--- src/rtl/tfmt_pkg.sv ---
`timescale 1ns/1ps
package tfmt_pkg;

  localparam int FRAME_SF  = 12;
  localparam int FRAME_ESF = 24;
  localparam int SIG_STEP  = 6;

  // Robbed-bit signaling frames: every sixth frame of the superframe.
  function automatic logic is_sig_frame(input logic [4:0] frame, input logic esf);
    int n;
    n = int'(frame) + 1;
    return ((n % SIG_STEP) == 0) && (n <= (esf ? FRAME_ESF : FRAME_SF));
  endfunction

  // Idle code bit: the first (MSB) bit selects 7F versus FF, the rest are ones.
  function automatic logic idle_code_bit(input logic [2:0] pos, input logic all_ones);
    return (pos == 3'd0) ? all_ones : 1'b1;
  endfunction

endpackage

--- src/rtl/tfmt_chan_sel.sv ---
`timescale 1ns/1ps
module tfmt_chan_sel #(
  parameter int NUM_CH = 24,
  parameter int IDX_W  = 5
) (
  input  logic [NUM_CH-1:0] idle_vec,
  input  logic [NUM_CH-1:0] clear_vec,
  input  logic [IDX_W-1:0]  chan_idx,
  output logic              idle_cur,
  output logic              clear_cur
);
  logic in_range;

  always_comb begin
    in_range  = (int'(chan_idx) < NUM_CH);
    idle_cur  = 1'b0;
    clear_cur = 1'b0;
    for (int i = 0; i < NUM_CH; i++) begin
      if (in_range && (int'(chan_idx) == i)) begin
        idle_cur  = idle_vec[i];
        clear_cur = clear_vec[i];
      end
    end
  end
endmodule

--- src/rtl/tfmt_bit_mux.sv ---
`timescale 1ns/1ps
module tfmt_bit_mux
  import tfmt_pkg::*;
#(
  parameter int CH_W  = 8,
  parameter int BIT_W = 3
) (
  input  logic             f_slot,
  input  logic             ser_in,
  input  logic [BIT_W-1:0] bit_idx,
  input  logic [4:0]       frame_idx,
  input  logic             sig_in,
  input  logic             esf_mode,
  input  logic             sig_en,
  input  logic             idle_all_ones,
  input  logic             yel_en,
  input  logic             yel_sbit,
  input  logic             idle_cur,
  input  logic             clear_cur,
  output logic             word_bit,
  output logic             line_bit,
  output logic             sig_sel,
  output logic             yel_force
);
  localparam logic [BIT_W-1:0] LSB_POS  = BIT_W'(CH_W - 1);
  localparam logic [BIT_W-1:0] BIT2_POS = BIT_W'(1);

  logic base_bit;

  always_comb begin
    base_bit  = idle_cur ? idle_code_bit(3'(bit_idx), idle_all_ones) : ser_in;
    sig_sel   = !f_slot && sig_en && !clear_cur && (bit_idx == LSB_POS)
                && is_sig_frame(frame_idx, esf_mode);
    word_bit  = f_slot ? ser_in : (sig_sel ? sig_in : base_bit);
    yel_force = !f_slot && yel_en && !esf_mode && !yel_sbit && (bit_idx == BIT2_POS);
    line_bit  = word_bit && !yel_force;
  end
endmodule

--- src/rtl/tfmt_delay.sv ---
`timescale 1ns/1ps
module tfmt_delay #(
  parameter int DEPTH = 8
) (
  input  logic clk,
  input  logic rst_n,
  input  logic slot_en,
  input  logic f_slot,
  input  logic first_bit,
  input  logic last_bit,
  input  logic word_bit,
  input  logic line_bit,
  input  logic stuff_ok,
  output logic tail,
  output logic head,
  output logic b7_tap,
  output logic stuff_pulse
);
  logic [DEPTH-1:0] line_q, line_d;
  logic             any_q, any_d, word_zero;

  always_comb begin
    any_d       = (any_q && !first_bit) || word_bit;
    word_zero   = !any_d;
    stuff_pulse = slot_en && !f_slot && last_bit && stuff_ok && word_zero;
    line_d      = {line_q[DEPTH-2:0], line_bit};
    // Bit 7 entered one slot before the LSB, so it now sits one step in.
    if (stuff_pulse) line_d[1] = 1'b1;
  end

  always_ff @(posedge clk) begin
    if (!rst_n) begin
      line_q <= '0;
      any_q  <= 1'b0;
    end else if (slot_en) begin
      line_q <= line_d;
      if (!f_slot) any_q <= any_d;
    end
  end

  assign tail   = line_q[DEPTH-1];
  assign head   = line_q[0];
  assign b7_tap = line_q[1];
endmodule

--- src/rtl/tx_chan_formatter.sv ---
`timescale 1ns/1ps
module tx_chan_formatter #(
  parameter int MAP_W = 8,
  parameter int CH_W  = 8
) (
  input  logic                     clk,
  input  logic                     rst_n,
  input  logic                     slot_en,
  input  logic                     f_slot,
  input  logic                     ser_in,
  input  logic [4:0]               chan_idx,
  input  logic [$clog2(CH_W)-1:0]  bit_idx,
  input  logic [4:0]               frame_idx,
  input  logic                     sig_in,
  input  logic                     esf_mode,
  input  logic                     sig_en,
  input  logic                     idle_all_ones,
  input  logic                     stuff_en,
  input  logic                     yel_en,
  input  logic                     yel_sbit,
  input  logic                     blue_en,
  input  logic [MAP_W-1:0]         idle_lo,
  input  logic [MAP_W-1:0]         idle_mid,
  input  logic [MAP_W-1:0]         idle_hi,
  input  logic [MAP_W-1:0]         clear_lo,
  input  logic [MAP_W-1:0]         clear_mid,
  input  logic [MAP_W-1:0]         clear_hi,
  output logic                     fmt_out
);
  localparam int NUM_CH = 3 * MAP_W;
  localparam int BIT_W  = $clog2(CH_W);

  logic [NUM_CH-1:0] idle_vec, clear_vec;
  logic idle_cur, clear_cur;
  logic word_bit, line_bit, sig_sel, yel_force;
  logic first_bit, last_bit, stuff_ok;
  logic tail, line_head, line_b7, stuff_pulse;

  assign idle_vec  = {idle_hi, idle_mid, idle_lo};
  assign clear_vec = {clear_hi, clear_mid, clear_lo};

  tfmt_chan_sel #(.NUM_CH(NUM_CH), .IDX_W(5)) u_sel (
    .idle_vec(idle_vec), .clear_vec(clear_vec), .chan_idx(chan_idx),
    .idle_cur(idle_cur), .clear_cur(clear_cur)
  );

  tfmt_bit_mux #(.CH_W(CH_W), .BIT_W(BIT_W)) u_mux (
    .f_slot(f_slot), .ser_in(ser_in), .bit_idx(bit_idx), .frame_idx(frame_idx),
    .sig_in(sig_in), .esf_mode(esf_mode), .sig_en(sig_en),
    .idle_all_ones(idle_all_ones), .yel_en(yel_en), .yel_sbit(yel_sbit),
    .idle_cur(idle_cur), .clear_cur(clear_cur),
    .word_bit(word_bit), .line_bit(line_bit), .sig_sel(sig_sel), .yel_force(yel_force)
  );

  assign first_bit = (bit_idx == '0);
  assign last_bit  = (bit_idx == BIT_W'(CH_W - 1));
  assign stuff_ok  = stuff_en && !clear_cur;

  tfmt_delay #(.DEPTH(CH_W)) u_dly (
    .clk(clk), .rst_n(rst_n), .slot_en(slot_en), .f_slot(f_slot),
    .first_bit(first_bit), .last_bit(last_bit), .word_bit(word_bit),
    .line_bit(line_bit), .stuff_ok(stuff_ok),
    .tail(tail), .head(line_head), .b7_tap(line_b7), .stuff_pulse(stuff_pulse)
  );

  assign fmt_out = blue_en || tail;
endmodule

--- config.mk ---
export PLATFORM = sky130hd
export DESIGN_NAME = tx_chan_formatter
export DESIGN_NICKNAME = d
export VERILOG_FILES = /design/src/rtl/tfmt_pkg.sv /design/src/rtl/tfmt_chan_sel.sv /design/src/rtl/tfmt_bit_mux.sv /design/src/rtl/tfmt_delay.sv /design/src/rtl/tx_chan_formatter.sv
export SDC_FILE = /design/constraint.sdc
export NUM_CORES = 1
export LEC_CHECK = 0
export ABC_CLOCK_PERIOD_IN_PS = 3100
export BUFFER_PORTS_ARGS = -buffer_cell sky130_fd_sc_hd__buf_4
export CAP_MARGIN = 25
export CORE_ASPECT_RATIO = 0.7
export CORE_MARGIN = 2
export CORE_UTILIZATION = 43
export DETAILED_ROUTE_END_ITERATION = 8
export PLACE_DENSITY_LB_ADDON = 0.3
export REMOVE_ABC_BUFFERS = 1
export SYNTH_ARGS = -nofsm -noshare
export SYNTH_HDL_FRONTEND = slang
export SYNTH_SLANG_ARGS = --single-unit
--- constraint.sdc ---
create_clock -name clk -period 3.1 [get_ports clk]
set_input_delay 0.31 -clock clk [delete_from_list [all_inputs] [get_ports clk]]
set_output_delay 0.31 -clock clk [all_outputs]
set_load 0.1 [all_outputs]
==> results.ini, run 1 <==
[synth]
async_flop_share_pct=0
synth_area_per_cell_um2=7.79
synthTopCellsByArea=dfxtp_1, mux2i_1, nor2b_1
syn-instance-count=200
synth_flop_cell=dfxtp_1
yosysSeqAreaShare_pct=11.6
yosys_warnings=0
synth_seq_cells=9
synth_top_area_share_pct=11.6
synth_edf_count=0
yosys.area.top_type=dfxtp_1
synthTopCellsByCount=mux2i_1, nor2b_1, inv_1
synth_area_mm2=0.00156
ys_types=64

[die]
fp-row-count=18
die_x_um=76.0
io-pin-count=75
fp.dieArea_mm2=0.00413
start_util_pct=44.7
die_h_um=54.4
core_mm2=0.00349

[power]
peakVddDrop_mv=0.237
p_leak_nw=1.02
power.density_mw_per_mm2=224
finalPower_mw=0.500

[worst_setup_path]
crit_type=primary input to flop
path_common_cell=ha_1
cp_max_fo=3
crit_chain=buf_4, ha_1, and3_4, xor2_1, ha_1, nand4bb_1, o311ai_2, o211ai_1, nand2_1, ha_1, nor2_2, o41ai_2, or3_1, a31oi_2, nand3_2, a41o_1
cp.required_ps=3220
critPathMaxStageDelay_ps=320
worstPathArrival_ps=3070
start_kind=primary input
cp_slowest_cell=or3_1
worst_setup_path_end_kind=flop

[clocking]
numCtsBuffers=3
numClockSinks=9
cts_tree=done
h-tree-depth=1
cts-root-buf=clkbuf_8
clk_latency_ps=230
hold_buffers=0
cts.clk_slew.worst_paths_ps=40
cts_buffer_depth=2

[timing]
hold_violations=0
post-route-min-period_ps=2940
skew_ps=0.664
worst_slew_pin_slew_ps=340
max_freq_ghz=0.340
setup_tns_ps=0
setup_viol=0
min_period_over_period_pct=94.9
worst_slack_ps=157
maxSlewViolCount=0
slew_headroom_pct=77.3

[min_path]
holdCritPathClass=primary input to flop

[layout]
fin_area_mm2=0.00223
fillCellCount=335
antenna_cells=0
seqCellArea_um2=180
drive_above_1_share_pct=37.6
finalNetCount=355
syn_to_final_growth_pct=43.2
instances_no_fill=324
multi_input_area_mm2=0.00127

[detailed_routing]
antenna_left=0
dr.pass1.iters=4
post_drt_wl_per_cell_um=12.4
vias=1743
drtIter0Drc=89
drc=0
wirelength_um=4020
viasPerCell=5.38

[placed_design]
routabilityCongestion=0.907
place_area_mm2=0.00215
dp_cells=319
port_buffers=74
dp_slack_ps=-131
hpwl_um=3210

[global_routing]
antenna_found_initial=0
grt_max_degree=31
gr-total-overflow=0
grt_util_all_layers_pct=19.7
grt_pass1_wl_um=6640
grt_pass1_vias=1487

[status]
outcome=finished clean

[run]
maxCapViolations=0

layout by cell type, fill, tap and decap left out, drive strengths merged, types with 2 or more instances in the layout:
cell type  instances
a211o              3
a21boi             2
a21oi             10
a221o              2
a221oi             2
a22oi              3
a2bb2oi            2
a31oi              5
and2               3
and2b              2
and3b              2
and4b              2
buf               84
clkbuf             4
dfxtp              9
ha                 6
inv               12
mux2               4
mux2i             14
nand2             10
nand2b             7
nand3              6
nand3b             6
nand4              3
nor2               8
nor2b             14
nor3               2
nor3b              2
o2111ai            2
o211ai             2
o21ai              9
o22ai              3
or3                2
or3b               2
xnor2              2
xor2               2
area by class of cell:
type                    count  area share, %
multi-input cells         165           56.8
repair buffers             84           28.3
flip-flops and latches      9           8.07
well taps                  50           2.80
clock buffers               4           2.02
inverters                  12           2.02
worst max-delay path: cells and delay by family:
family	cells	cell delay [ps]
adder cells (fa/ha/maj)	3	720
buffers and inverters	1	110
AO/OA/AOI/OAI	5	780
XOR/XNOR	1	140
AND/OR/NAND/NOR	6	1000
worst paths after layout:
| path | endpoint | start | depth (start not counted) | slack (ps) |
|---|---|---|---|---|
| setup / recovery | u_dly.line_q[1] | frame_idx[0] | 16 | 160 |
| setup reg to reg | u_dly.any_q | u_dly.any_q | 3 | 2240 |
| hold reg to reg | u_dly.line_q[7] | u_dly.line_q[7] | 2 | 510 |
| hold / removal | u_dly.line_q[5] | rst_n | 2 | 370 |
kinds of logic (layout without fill, tap and decap cells):
kind of cell	Yosys count	in the layout	synth area share [%]
AO/OA/AOI/OAI	59	59	28.0
XOR/XNOR	4	4	2.25
adder cells (fa/ha/maj)	6	6	4.82
buffers and inverters	26	100	9.23
flip-flops	9	9	11.6
multiplexers	19	19	13.8
AND/OR/NAND/NOR	77	77	30.3
through the flow:
step / utilization [%] / hold WS [ps]
global route: 63.9 / 376
global placement: 61.5 / 492
CTS: 62.8 / 363
floorplan: - / 438
detailed placement: 61.5 / 500
finish: 63.9 / 367
where the power goes:
group | switching [mW] | total, mW | internal [mW]
clock | 0.0472 | 0.137 | 0.0897
combinational | 0.108 | 0.242 | 0.135
sequential | 0.00137 | 0.121 | 0.119
layer usage:
layer  up-vias  global-route usage, %  share of wire [%]
met5         -                      0                  0
met4         0                   1.82               0.37
met3         2                   5.28                8.4
met2        57                   33.0                 43
met1       782                   26.9                 48
li1        902                      -                  -
registers in the layout (all words and copies together) (netlist names):
register / cells
u_dly.line_q: 8
u_dly.any_q: 1
repair_timing:
action / in CTS / in global routing
setup buffers: 0 / 1
setup endpoints to repair: 0 / 3
gates resized for setup: 0 / 6
(Power assumes the default switching activity.)
==> inputs of run 2 (changes only) <==
- REMOVE_ABC_BUFFERS: 1 -> default
==> run 2 against run 1 <==
Net effect:
- via count up 4.4%
- non-clock buffer count up 1
- sequential share of layout area decreased by 0.11 points
- clock power about the same
- combinational power grew 4%
- setup slack lost 110 ps
- first-iteration DRC count up 93%
- wire length is 7.2% higher
- critical endpoint unchanged
- final cell count increased by 0.31%
- core utilization grew 0.90 points
- clock-buffer cell count unchanged
- critical path depth did not move
==> results.ini, run 2 (synthesized netlist as in run 1, its figures left out) <==
[status]
outcome=finished clean  ; unchanged

[layout]
drive_above_1_share_pct=38.2  ; was 37.6%
seqCellArea_um2=180  ; unchanged
syn_to_final_growth_pct=45.2  ; was 43.2%
final_common_cell=buf_4  ; unchanged
multi_input_area_mm2=0.00128  ; was 0.00127 mm^2
antenna_cells=0  ; unchanged
reg_top3=u_dly.line_q (8), u_dly.any_q (1)  ; unchanged
largest_register=u_dly.line_q  ; unchanged
fin_area_mm2=0.00226  ; was 0.00223 mm^2
largest_reg_flops=8  ; unchanged
mostFrequentLayoutCells=buf_4, mux2i_1, nor2b_1  ; unchanged
fillCellCount=326  ; was 335
finalNetCount=356  ; was 355

[timing]
post-route-min-period_ps=3050  ; was 2940 ps
skew_ps=4.74  ; was 0.664 ps
hold_violations=0  ; unchanged
worst_slew_pin_slew_ps=354  ; was 340 ps
min_period_over_period_pct=98.4  ; was 94.9%
rsz0062_at_grt=true
setup_viol=0  ; unchanged
maxSlewViolCount=0  ; unchanged
max_freq_ghz=0.328  ; was 0.340 GHz
setup_tns_ps=0  ; unchanged
worst_slack_ps=48.8  ; was 157 ps
slew_headroom_pct=76.2  ; was 77.3%

[worst_setup_path]
worstPathArrival_ps=3170  ; was 3070 ps
crit_chain=buf_8, ha_4, and3_4, xor2_1, ha_1, nand4bb_1, o311ai_1, o211ai_1, nand2_1, ha_1, nor2_2, o41ai_2, or3_1, a31oi_2, nand3_2, a41o_1  ; was buf_4, ha_1, and3_4, xor2_1, ha_1, nand4bb_1, o311ai_2, o211ai_1, nand2_1, ha_1, nor2_2, o41ai_2, or3_1, a31oi_2, nand3_2, a41o_1
crit_type=primary input to flop  ; unchanged
rr_worst_depth=3  ; unchanged
worst_setup_path_end_kind=flop  ; unchanged
start_kind=primary input  ; unchanged
r2r_slack_ps=2200  ; was 2240 ps
cp.required_ps=3220  ; about the same
path_common_cell=ha_1  ; unchanged
cp_slowest_cell=or3_1  ; unchanged
cp_max_fo=3  ; unchanged
r2r-start=u_dly.line_q[0]  ; was u_dly.any_q
critPathMaxStageDelay_ps=400  ; was 320 ps
crit_start=frame_idx[1]  ; was frame_idx[0]

[power]
switching_power_mw=0.160  ; was 0.156 mW
peakVddDrop_mv=0.480  ; was 0.237 mV
power.density_mw_per_mm2=224  ; about the same
swShare_pct=31.5  ; was 31.3%
finalPower_mw=0.508  ; was 0.500 mW
p_clk_share_pct=26.6  ; was 27.4%
pwr-share-comb_pct=49.6  ; was 48.5%
internal_power_mw=0.348  ; was 0.344 mW
p_leak_nw=1.02  ; about the same
p_seq_share_pct=23.8  ; was 24.1%

[clocking]
hold_buffers=0  ; unchanged
cts.clk_slew.worst_paths_ps=50  ; was 40 ps
clk_latency_ps=230  ; about the same
cts_buffer_depth=2  ; unchanged
numCtsBuffers=3  ; unchanged
h-tree-depth=1  ; unchanged
numClockSinks=9  ; unchanged
cts_tree=done  ; unchanged
cts-root-buf=clkbuf_8  ; unchanged

[min_path]
holdCritPathClass=primary input to flop  ; unchanged
hold_depth=2  ; unchanged
hp-start=rst_n  ; unchanged

[detailed_routing]
drc=0  ; unchanged
drtIter0Drc=172  ; was 89
wirelength_um=4310  ; was 4020 um
vias=1820  ; was 1743
antenna_left=0  ; unchanged
post_drt_wl_per_cell_um=13.3  ; was 12.4 um
viasPerCell=5.60  ; was 5.38
dr.pass1.iters=4  ; unchanged

[die]
fp.dieArea_mm2=0.00413  ; unchanged
fp-row-count=18  ; unchanged
die_h_um=54.4  ; unchanged
start_util_pct=44.7  ; unchanged
core_mm2=0.00349  ; unchanged
io-pin-count=75  ; unchanged
die_x_um=76.0  ; unchanged

[placed_design]
dp_slack_ps=-91.1  ; was -131 ps
port_buffers=74  ; unchanged
hpwl_um=3300  ; was 3210 um
routabilityCongestion=0.902  ; was 0.907
place_area_mm2=0.00214  ; was 0.00215 mm^2

[global_routing]
antenna_found_initial=0  ; unchanged
grt_util_all_layers_pct=20.4  ; was 19.7%
grt_pass1_wl_um=6960  ; was 6640 um
grt_pass1_vias=1629  ; was 1487
gr-total-overflow=0  ; unchanged
grt_max_degree=31  ; unchanged

[synth]
synth_nets=280

[run]
maxCapViolations=0  ; unchanged

## run 2: changes by cell type in the layout (fill, tap and decap cells not counted)
cell      before  now
a32oi_1        1    0
a32oi_2        0    1
buf_4         84   83
buf_6          0    1
buf_8          0    1
ha_1           6    5
ha_4           0    1
o311ai_1       0    1
o311ai_2       1    0
## run 2: worst max-delay path: cells and delay by family
family	cells	cell delay [ps]
and+or+nand+nor	6	1120
xor gates and xnor gates	1	140
adders and majority gates	3	700
buffers and inverters	1	100
AOI/OAI and AO/OA	5	810
## run 2: cell type report
cell class	instances	area share [%]
tap	50	2.76
clock buffer	4	1.99
multi-input combinational	165	56.6
inverter	12	1.99
sequential	9	7.96
timing repair buffer	85	28.7
## run 2: worst paths after layout
kind                      to
min reg2reg  u_dly.line_q[7]
max reg2reg  u_dly.line_q[0]
max          u_dly.line_q[1]
min          u_dly.line_q[7]
## run 2: power by group through the flow
stage	Clock [mW]	Sequential [mW]	Combinational [mW]
finish	0.135	0.121	0.252
global route	0.146	0.121	0.278
CTS	0.141	0.121	0.236
detailed placement	0	0.123	0.235
global placement	0	0.123	0.232
floorplan	0	0.122	0.137
## run 2: layer usage
layer	vias to the layer above	GRT usage, %	wire, um
li1	908	-	-
met1	844	25.0	1910
met2	64	37.2	2030
met3	4	6.11	334
met4	0	2.73	30
met5	-	0	0
## run 2: metrics by stage
step	util (%)	hold slack (ps)	std cells
CTS	62.5	366	322
global route	64.8	388	325
detailed placement	61.3	503	318
floorplan	-	470	200
global placement	61.3	497	318
finish	64.8	366	325
## run 2: timing repair
action | CTS | global route
endpoints found under the setup margin | 0 | 3
setup buffers | 0 | 3
hold endpoints to repair | 0 | 0
resized for setup | 0 | 11
==> inputs of run 3 (changes only) <==
- ABC_AREA: default -> 1
- CORE_UTILIZATION: 43 -> 42
- SLEW_MARGIN: default -> 20
==> run 3 against run 2 <==
Net effect:
- non-clock buffer count is 5 lower
- area after synthesis is 6.8% lower
- sequential power rose by 6%
- first-iteration DRC count decreased by 66%
- via count rose by 4.9%
- clock-buffer cell count unchanged
- highest routed layer unchanged
- critical endpoint is now u_dly.any_q
- clock skew is 4.6 ps lower
==> results.ini, run 3 <==
[worst_setup_path]
crit_buf_inv=3  ; was 1
cp_slowest_cell=or2_2  ; was or3_1
worstPathArrival_ps=2970  ; was 3170 ps
crit_chain=buf_4, ha_1, nand3_2, xor2_1, ha_1, o21ai_2, nand3_2, nand3_2, nand2_2, xor2_2, ha_1, or2_2, nor2_1, nand2_1, nand3_1, nor2_2, nand4_1, nand2_1, inv_1, nand2_2, nand2_2, nand3_1, nand2_1, inv_1  ; was buf_8, ha_4, and3_4, xor2_1, ha_1, nand4bb_1, o311ai_1, o211ai_1, nand2_1, ha_1, nor2_2, o41ai_2, or3_1, a31oi_2, nand3_2, a41o_1
critPathMaxStageDelay_ps=310  ; was 400 ps
crit_type=primary input to flop  ; unchanged
crit_family=simple AND/OR/NAND/NOR gates  ; unchanged
start_kind=primary input  ; unchanged
cp.required_ps=3220  ; about the same
cp_max_fo=4  ; was 3
worst_setup_path_end_kind=flop  ; unchanged

[layout]
antenna_cells=0  ; unchanged
instances_no_fill=398  ; was 325
fin_util_pct=66.8  ; was 64.8%
finalNetCount=432  ; was 356
mostFrequentLayoutCells=buf_4, nand2_1, nor2_1  ; was buf_4, mux2i_1, nor2b_1
syn_to_final_growth_pct=48.7  ; was 45.2%
largest_reg_flops=8  ; unchanged
final_common_cell=buf_4  ; unchanged
reg_top3=u_dly.line_q (8), u_dly.any_q (1)  ; unchanged
largest_register=u_dly.line_q  ; unchanged
drive_above_1_share_pct=34.2  ; was 38.2%
fillCellCount=329  ; was 326

[placed_design]
dp_cells=394  ; was 318
port_buffers=74  ; unchanged
hpwl_um=3560  ; was 3300 um
routabilityCongestion=0.894  ; was 0.902

[global_routing]
grt_pass1_vias=1612  ; was 1629
grt_max_degree=11  ; was 31
grt_pass1_wl_um=6690  ; was 6960 um
gr-total-overflow=0  ; unchanged
grt_util_all_layers_pct=21.5  ; was 20.4%
antenna_found_initial=0  ; unchanged

[clocking]
cts-root-buf=clkbuf_8  ; unchanged
numCtsBuffers=3  ; unchanged
numClockSinks=9  ; unchanged
cts_tree=done  ; unchanged
cts.clk_slew.worst_paths_ps=40  ; was 50 ps
cts_setup_buffers=0  ; unchanged
hold_buffers=0  ; unchanged
h-tree-depth=1  ; unchanged
cts_buffer_depth=2  ; unchanged
ctsResizeCount=0  ; unchanged
clk_latency_ps=220  ; was 230 ps

[synth]
synth_area_per_cell_um2=5.42  ; was 7.79 um^2
yosysSeqAreaShare_pct=12.4  ; was 11.6%
yosys_warnings=0  ; unchanged
synthTopCellsByCount=nand2_1, nor2_1, inv_1  ; was mux2i_1, nor2b_1, inv_1
syn-instance-count=268  ; was 200
synth_edf_count=0  ; unchanged
synth_flop_cell=dfxtp_1  ; unchanged
synthTopCellsByArea=nand2_1, nor2_1, dfxtp_1  ; was dfxtp_1, mux2i_1, nor2b_1
synth_nets=348  ; was 280
synth_area_mm2=0.00145  ; was 0.00156 mm^2
async_flop_share_pct=0  ; unchanged
synthMostInstantiatedCell=nand2_1
yosys.area.top_type=nand2_1  ; was dfxtp_1
synth_top_area_share_pct=19.1  ; was 11.6%
synth_seq_cells=9  ; unchanged
ys_types=32  ; was 64

[detailed_routing]
drtIter0Drc=59  ; was 172
viasPerCell=4.80  ; was 5.60
drc=0  ; unchanged
post_drt_wl_per_cell_um=10.3  ; was 13.3 um
wirelength_um=4080  ; was 4310 um
antenna_left=0  ; unchanged
dr.pass1.iters=4  ; unchanged
vias=1910  ; was 1820

[timing]
post-route-min-period_ps=2850  ; was 3050 ps
rsz0062_at_grt=false  ; was true
setup_viol=0  ; unchanged
setup_tns_ps=0  ; unchanged
maxSlewViolCount=0  ; unchanged
max_freq_ghz=0.351  ; was 0.328 GHz
whs_ps=374  ; was 366 ps
skew_ps=0.185  ; was 4.74 ps
min_period_over_period_pct=91.8  ; was 98.4%
slew_headroom_pct=62.9  ; was 76.2%
hold_violations=0  ; unchanged
worst_slew_pin_slew_ps=555  ; was 354 ps

[power]
p_leak_nw=1.15  ; was 1.02 nW
peakVddDrop_mv=0.159  ; was 0.480 mV
power.density_mw_per_mm2=239  ; was 224 mW/mm^2

[die]
core_mm2=0.00323  ; was 0.00349 mm^2
start_util_pct=44.9  ; was 44.7%
die_x_um=74.3  ; was 76.0 um
die_h_um=53.2  ; was 54.4 um
fp.dieArea_mm2=0.00395  ; was 0.00413 mm^2
io-pin-count=75  ; unchanged
fp-row-count=17  ; was 18

[min_path]
holdCritPathClass=primary input to flop  ; unchanged

[run]
maxCapViolations=0  ; unchanged

[status]
outcome=finished clean  ; unchanged

[run 3: cell types whose count changed in the layout (fill, tap and decap cells not counted), moves of 14 or more]
cell / delta
nand2_1: +64
nor2_1: +41
inv_2: +16
nand3_1: +15
mux2i_1: -14
nor2b_1: -14
[run 3: path summary, 6_finish.rpt]
kind | slack (ps) | depth (start not counted) | to | from
max | 250 | 24 | u_dly.any_q | frame_idx[1]
min | 370 | 3 | u_dly.line_q[7] | rst_n
max reg2reg | 2420 | 2 | u_dly.line_q[1] | u_dly.line_q[1]
min reg2reg | 470 | 2 | u_dly.line_q[0] | u_dly.line_q[0]
[run 3: per-layer routing]
layer | wire length [um] | GRT usage, %
met1 | 2030 | 31.3
met2 | 1780 | 35.3
met3 | 260 | 2.29
met4 | 15 | 2.38
met5 | 0 | 0
[run 3: cell type report]
class / count / area [um^2] / area share [%]
sequential: 9 / 180 / 8.34
clock buffer: 4 / 45.0 / 2.09
timing repair buffer: 80 / 601 / 27.8
multi-input combinational: 215 / 1110 / 51.6
inverter: 43 / 161 / 7.47
tap: 47 / 58.8 / 2.72
[run 3: tightest hold or removal path, stage by stage]
cell	delay, ps
buf_4	130
o21ai_0	70
nor2_1	40
[run 3: power by group]
group / total [mW] / internal (mW) / switching, mW
clock network: 0.130 / 0.0891 / 0.0410
logic: 0.258 / 0.125 / 0.133
registers: 0.128 / 0.124 / 0.00363
[run 3: kinds of logic after synthesis]
group / after synthesis / synth area share, %
adders and majority gates: 6 / 5.17
DFF: 9 / 12.4
AOI/OAI and AO/OA: 22 / 9.04
buffers and inverters: 44 / 11.4
xor gates and xnor gates: 4 / 3.45
and+or+nand+nor: 183 / 58.6
[run 3: per-stage QoR]
step	power, mW	instance area (um^2)	setup WS [ps]
floorplan	0.268	1450	160
global placement	0.379	2110	49.7
detailed placement	0.385	2110	-54.8
CTS	0.517	2150	184
global route	0.557	2160	25.0
finish	0.515	2160	254
